<file path="src/rtl/dvm_range_sequencer.sv">
module dvm_range_sequencer #(
  parameter int CNT_W        = 4,
  parameter int NUM_RANGES   = 4,
  parameter int FILT_LEN     = 4,
  parameter int STROBE_DELAY = 2
) (
  input  logic             clk,
  input  logic             rst_n,
  input  logic             ovr_raw,
  input  logic             udr_raw,
  input  logic             az_strobe,
  output logic [CNT_W-1:0] range_idx,
  output logic [NUM_RANGES-1:0] sw_en,
  output logic [1:0]       dp_pos
);
  localparam int FCW = $clog2(FILT_LEN + 1);
  localparam logic [CNT_W-1:0] TOP_IDX = CNT_W'(NUM_RANGES - 1);
  localparam logic [FCW-1:0]   FILT_LAST = FCW'(FILT_LEN - 1);

  logic [1:0] raw_in, flt;
  assign raw_in = {udr_raw, ovr_raw};

  for (genvar f = 0; f < 2; f++) begin : g_filt
    logic [FCW-1:0] run;
    always_ff @(posedge clk or negedge rst_n) begin
      if (!rst_n) begin
        run    <= '0;
        flt[f] <= 1'b0;
      end else if (raw_in[f] == flt[f]) begin
        run <= '0;
      end else if (run == FILT_LAST) begin
        run    <= '0;
        flt[f] <= raw_in[f];
      end else begin
        run <= run + 1'b1;
      end
    end
  end

  logic az_d, az_rise;
  logic [STROBE_DELAY-1:0] dly;
  assign az_rise = az_strobe & ~az_d;

  always_ff @(posedge clk or negedge rst_n) begin
    if (!rst_n) az_d <= 1'b0;
    else        az_d <= az_strobe;
  end

  if (STROBE_DELAY == 1) begin : g_dly1
    always_ff @(posedge clk or negedge rst_n) begin
      if (!rst_n) dly <= '0;
      else        dly <= az_rise;
    end
  end else begin : g_dlyn
    always_ff @(posedge clk or negedge rst_n) begin
      if (!rst_n) dly <= '0;
      else        dly <= {dly[STROBE_DELAY-2:0], az_rise};
    end
  end

  logic step, go_up, go_dn;
  assign step  = dly[STROBE_DELAY-1];
  assign go_up = step & flt[0] & ~flt[1] & (range_idx != TOP_IDX);
  assign go_dn = step & flt[1] & ~flt[0] & (range_idx != '0);

  always_ff @(posedge clk or negedge rst_n) begin
    if (!rst_n)     range_idx <= TOP_IDX;
    else if (go_up) range_idx <= range_idx + 1'b1;
    else if (go_dn) range_idx <= range_idx - 1'b1;
  end

  for (genvar r = 0; r < NUM_RANGES; r++) begin : g_sw
    assign sw_en[r] = (range_idx == CNT_W'(r));
  end

  assign dp_pos = (range_idx == '0) ? 2'd1 : 2'(3'd4 - 3'(range_idx));
endmodule


</file>
<file path="config.mk">
export PLATFORM = sky130hd
export DESIGN_NAME = dvm_range_sequencer
export DESIGN_NICKNAME = d
export VERILOG_FILES = /design/src/rtl/dvm_range_sequencer.sv
export SDC_FILE = /design/constraint.sdc
export NUM_CORES = 1
export LEC_CHECK = 0
export BUFFER_PORTS_ARGS = -buffer_cell sky130_fd_sc_hd__buf_2
export CORE_MARGIN = 3
export CORE_UTILIZATION = 49
export DETAILED_ROUTE_END_ITERATION = 8
export PLACE_DENSITY_LB_ADDON = 0.12
export REMOVE_ABC_BUFFERS = 1
export SLEW_MARGIN = 10
export SYNTH_ARGS = -nofsm -noshare
export SYNTH_HDL_FRONTEND = slang
export SYNTH_SLANG_ARGS = --single-unit
</file>
<file path="constraint.sdc">
create_clock -name clk -period 2.5 [get_ports clk]
set_input_delay 0.25 -clock clk [delete_from_list [all_inputs] [get_ports clk]]
set_output_delay 0.25 -clock clk [all_outputs]
set_load 0.05 [all_outputs]
</file>
After elaboration in Yosys (flattened, before gate mapping)
Index checks and enable logic that the tools add are counted.
{"block": "word_totals", "output_inout_bits": 10, "register_bits": 15, "inputBits": 5}
{"block": "op_classes", "bitwise_logic": 12, "n_reduce_logical": 5, "addsub": 5, "n_eq_ne": 8, "n_mux": 7}
{"cell": "$mux W3", "n": 4}
{"cell": "$eq A4 B2 Y1 const B", "n": 2}
{"cell": "$mux W4", "n": 2}
{"cell": "$and A1 B1 Y1", "n": 7}
{"cell": "$add A3 B1 Y3 const B", "n": 2}
{"cell": "$eq A3 B2 Y1 const B", "n": 2}
{"cell": "$not A1 Y1", "n": 5}
{"cell": "$add A4 B1 Y4 const B", "n": 1}
{"cell": "$eq A4 B1 Y1 const B", "n": 1}
{"cell": "$logic_not A4 Y1", "n": 1}
{"cell": "$ne A4 B2 Y1 const B", "n": 1}
{"cell": "$reduce_and A2 Y1", "n": 2}
{"cell": "$reduce_bool A4 Y1", "n": 1}
{"cell": "$sub A4 B1 Y4 const B", "n": 1}
{"cell": "$eq A1 B1 Y1", "n": 2}
{"cell": "$mux W2", "n": 1}
{"cell": "$reduce_bool A2 Y1", "n": 1}
{"cell": "$sub A1 B2 Y2 const A", "n": 1}

Depth between registers and ports, before layout
{"block": "depth", "depth_word": 5, "depth_mapped": 7, "mapped_depth_nobuf": 6}

Least setup slack after synthesis
No wires, ideal clock.
{"block": "synth_timing", "path_kind": "flip-flop to flip-flop", "start": "reg range_idx[1]", "end": "reg range_idx[0]", "path_buffers": 0, "stages_incl_launch_ff": 5, "t_required_ns": 2.422, "path_slack_ns": -0.313, "arrival_time_ns": 2.734, "cell_sequence": "dfstp_2 ha_1 nor3b_1 o22ai_1 xnor2_1"}
{"block": "synth_via", "elab_chain_cells": 3}
{"item": "start: declaration", "line_no": "12", "source": "output logic [CNT_W-1:0] range_idx,"}
{"item": "start signal: assignment", "line_no": "68", "source": "else if (go_up) range_idx <= range_idx + 1'b1;"}
{"item": "start signal: assignment", "line_no": "69", "source": "else if (go_dn) range_idx <= range_idx - 1'b1;"}
{"item": "$ne A4 B2 Y1 or $reduce_bool A4 Y1 (tied branches)", "line_no": "63, 64"}
{"item": "$and A1 B1 Y1, on equally long branches", "line_no": "63, 64"}
{"item": "$mux W4 or $reduce_bool A2 Y1 (tied branches)"}
Parallel ways exist; a longest one is shown, timed or not.
A chain may end at the register's enable or synchronous reset.

Worst setup path after layout
{"block": "layout_timing", "start": "reg range_idx[0]", "end": "out dp_pos[1]"}
{"block": "layout_via", "elab_chain_cells": 2}
{"item": "$sub A1 B2 Y2 or $logic_not A4 Y1 (tied branches)", "line_no": "76", "source": "assign dp_pos = (range_idx == '0) ? 2'd1 : 2'(3'd4 - 3'(range_idx));"}
{"item": "$mux W2 (*)", "line_no": "76"}
{"item": "end: declaration", "line_no": "14", "source": "output logic [1:0] dp_pos"}
Mark *: on every way between the ends. The rest lies on a longest branch, timed or not.

==> flow_summary.ini <==
[status]
status = finished clean

[cts]
clk_pin_slew_ps = 80
cts_hold_buf = 1
cts.path.max_buffers = 2
clock-sinks = 15
cts_resized = 0
cts_made_buffers = 3
cts_root_buf = clkbuf_4
clk_latency_ps = 270
cts_setup_buffers = 0
cts_tree = done
htreeDepth = 1

[place]
post-dp-hpwl_um = 1001
portBuffers = 14
place_area_sq_um = 882.1
dpl_worst_slack_ps = 650.0
gp_congestion = 0.7334

[routing]
wl_per_cell_um = 12.69
drtIter0Drc = 5
drc = 0
ant_nets = 0
first_pass_iters = 2
vias = 562
finalWirelength_um = 1307
viasPerCell = 5.456

[synth]
synth_edf_count = 0
synth_area_sq_um = 814.5
synth-seq-area-share = 0.4639
ys.flop_type = dfrtp_1
postSynthAreaPerCell_sq_um = 11.64
async_flop_share = 1.000
yosysWarningCount = 0
synth_cell_types = 27
yosys_register_bits = 15
syn_inst = 70

[timing]
worst_slew_pin_slew_ps = 449.9
fmax_mhz = 468.3
hold_viol = 0
final.period_utilization = 0.8542
fin_crit_ps = 2136
holdWs_ps = 89.46
fin_skew_ps = 1.087
slew_headroom = 0.6994
drv_slew = 0
rsz0062_at_grt = no
setup_violations = 0
layout_setup_ws_ps = 364.5

[cells_and_area]
fillers = 134
drive_gt1_frac = 0.2759
final_cell_mix = buf_2, dfrtp_1, nor3b_1, ha_1
final_common_cell = buf_2
design_area_sq_um = 918.4
nets = 100
area_delta_synth_final_pct = 12.75
n_antenna_cell = 0

[die]
die_y_um = 46.77
fp-row-count = 14
die_area_sq_um = 2187
die_w_um = 46.77
core_sq_um = 1541
initial_core_util = 0.5284
io_pins = 15

[global_routing]
overflow = 0
antenna_found_initial = 0
grt_pass1_vias = 538
grt_max_degree = 16
grt_pass1_wl_um = 2359
grt_usage = 0.1547

[critical_path]
crit_path_end_kind = output port
crit_type = register to output port
crit_fanout = 6
crit_required_ps = 2250
critPathLaunchType = register
arrival_ps = 1890

[job]
max-cap-violations = 0

[worst_hold_path]
hold_class = primary input to register
==> metrics by stage <==
step                TNS [ps]  cells    util
global placement           0     98  0.5722
finish                     0    103  0.5958
global route               0    103  0.5958
detailed placement         0     98  0.5722
CTS                        0    103  0.5958
floorplan             -625.0     68       -
==> layout make-up <==
class                   instances  area (sq um)  area share
well taps                      16         20.02     0.02180
repair buffers                 15         80.08     0.08719
multi-input cells              49         394.1      0.4292
flip-flops and latches         15         377.9      0.4114
inverters                       4         20.02     0.02180
clock buffers                   4         26.28     0.02861
==> cell usage after synthesis (all sizes together) (2+ instances only) <==
library cell / count / area (sq um)
inv: 3 / 11.26
nor2b: 3 / 18.77
dfrtp: 13 / 325.3
and3b: 2 / 17.52
nand3: 3 / 15.01
nand3b: 2 / 15.01
nor3: 4 / 25.02
dfstp: 2 / 52.55
o211ai: 2 / 15.01
xnor2: 3 / 26.28
ha: 7 / 87.58
and3: 3 / 20.02
buf: 2 / 22.52
nor3b: 8 / 60.06
mux2: 2 / 22.52
nand4b: 2 / 17.52
==> cells by family after synthesis <==
group	share of synthesized area
mux	0.02765
xor+xnor	0.03226
buf+inv	0.05223
flops	0.4639
fa+ha+maj	0.1075
simple gates	0.2550
compound gates	0.06145
==> worst max-delay path, stage by stage, from the launching register on <==
cell     delay [ps]
dfstp_2         570
inv_1           110
ha_1            200
or3b_1          320
and2_1          160
buf_2           250
==> registers in the layout, summed over array words and instances (netlist names) <==
register,flops
dly,2
flt,2
g_filt.run,6
range_idx,4
az_d,1
==> per-layer routing <==
| layer | wire (um) | track usage | vias to the layer above | share of wire |
|---|---|---|---|---|
| met5 | 0 | 0 | - | 0 |
| met4 | 0 | 0.06630 | 0 | 0 |
| met3 | 48 | 0.04598 | 0 | 0.037 |
| met1 | 610 | 0.1947 | 266 | 0.47 |
| met2 | 649 | 0.2466 | 9 | 0.50 |
| li1 | - | - | 287 | - |
==> path summary, 6_finish.rpt <==
check	startpoint	depth (start not counted)	slack [ps]	end
worst max-delay path	range_idx[0]	5	360	dp_pos[1]
max in group asynchronous	rst_n	2	1800	range_idx[1]
worst min-delay path	az_strobe	1	90	az_d
worst max register to register	range_idx[1]	4	820	range_idx[1]
min in group asynchronous	rst_n	2	400	range_idx[3]
worst min register to register	dly[0]	0	350	dly[1]
Power is not shown: default switching activity piles up to over one toggle a cycle in this logic, so the estimate is an artifact.
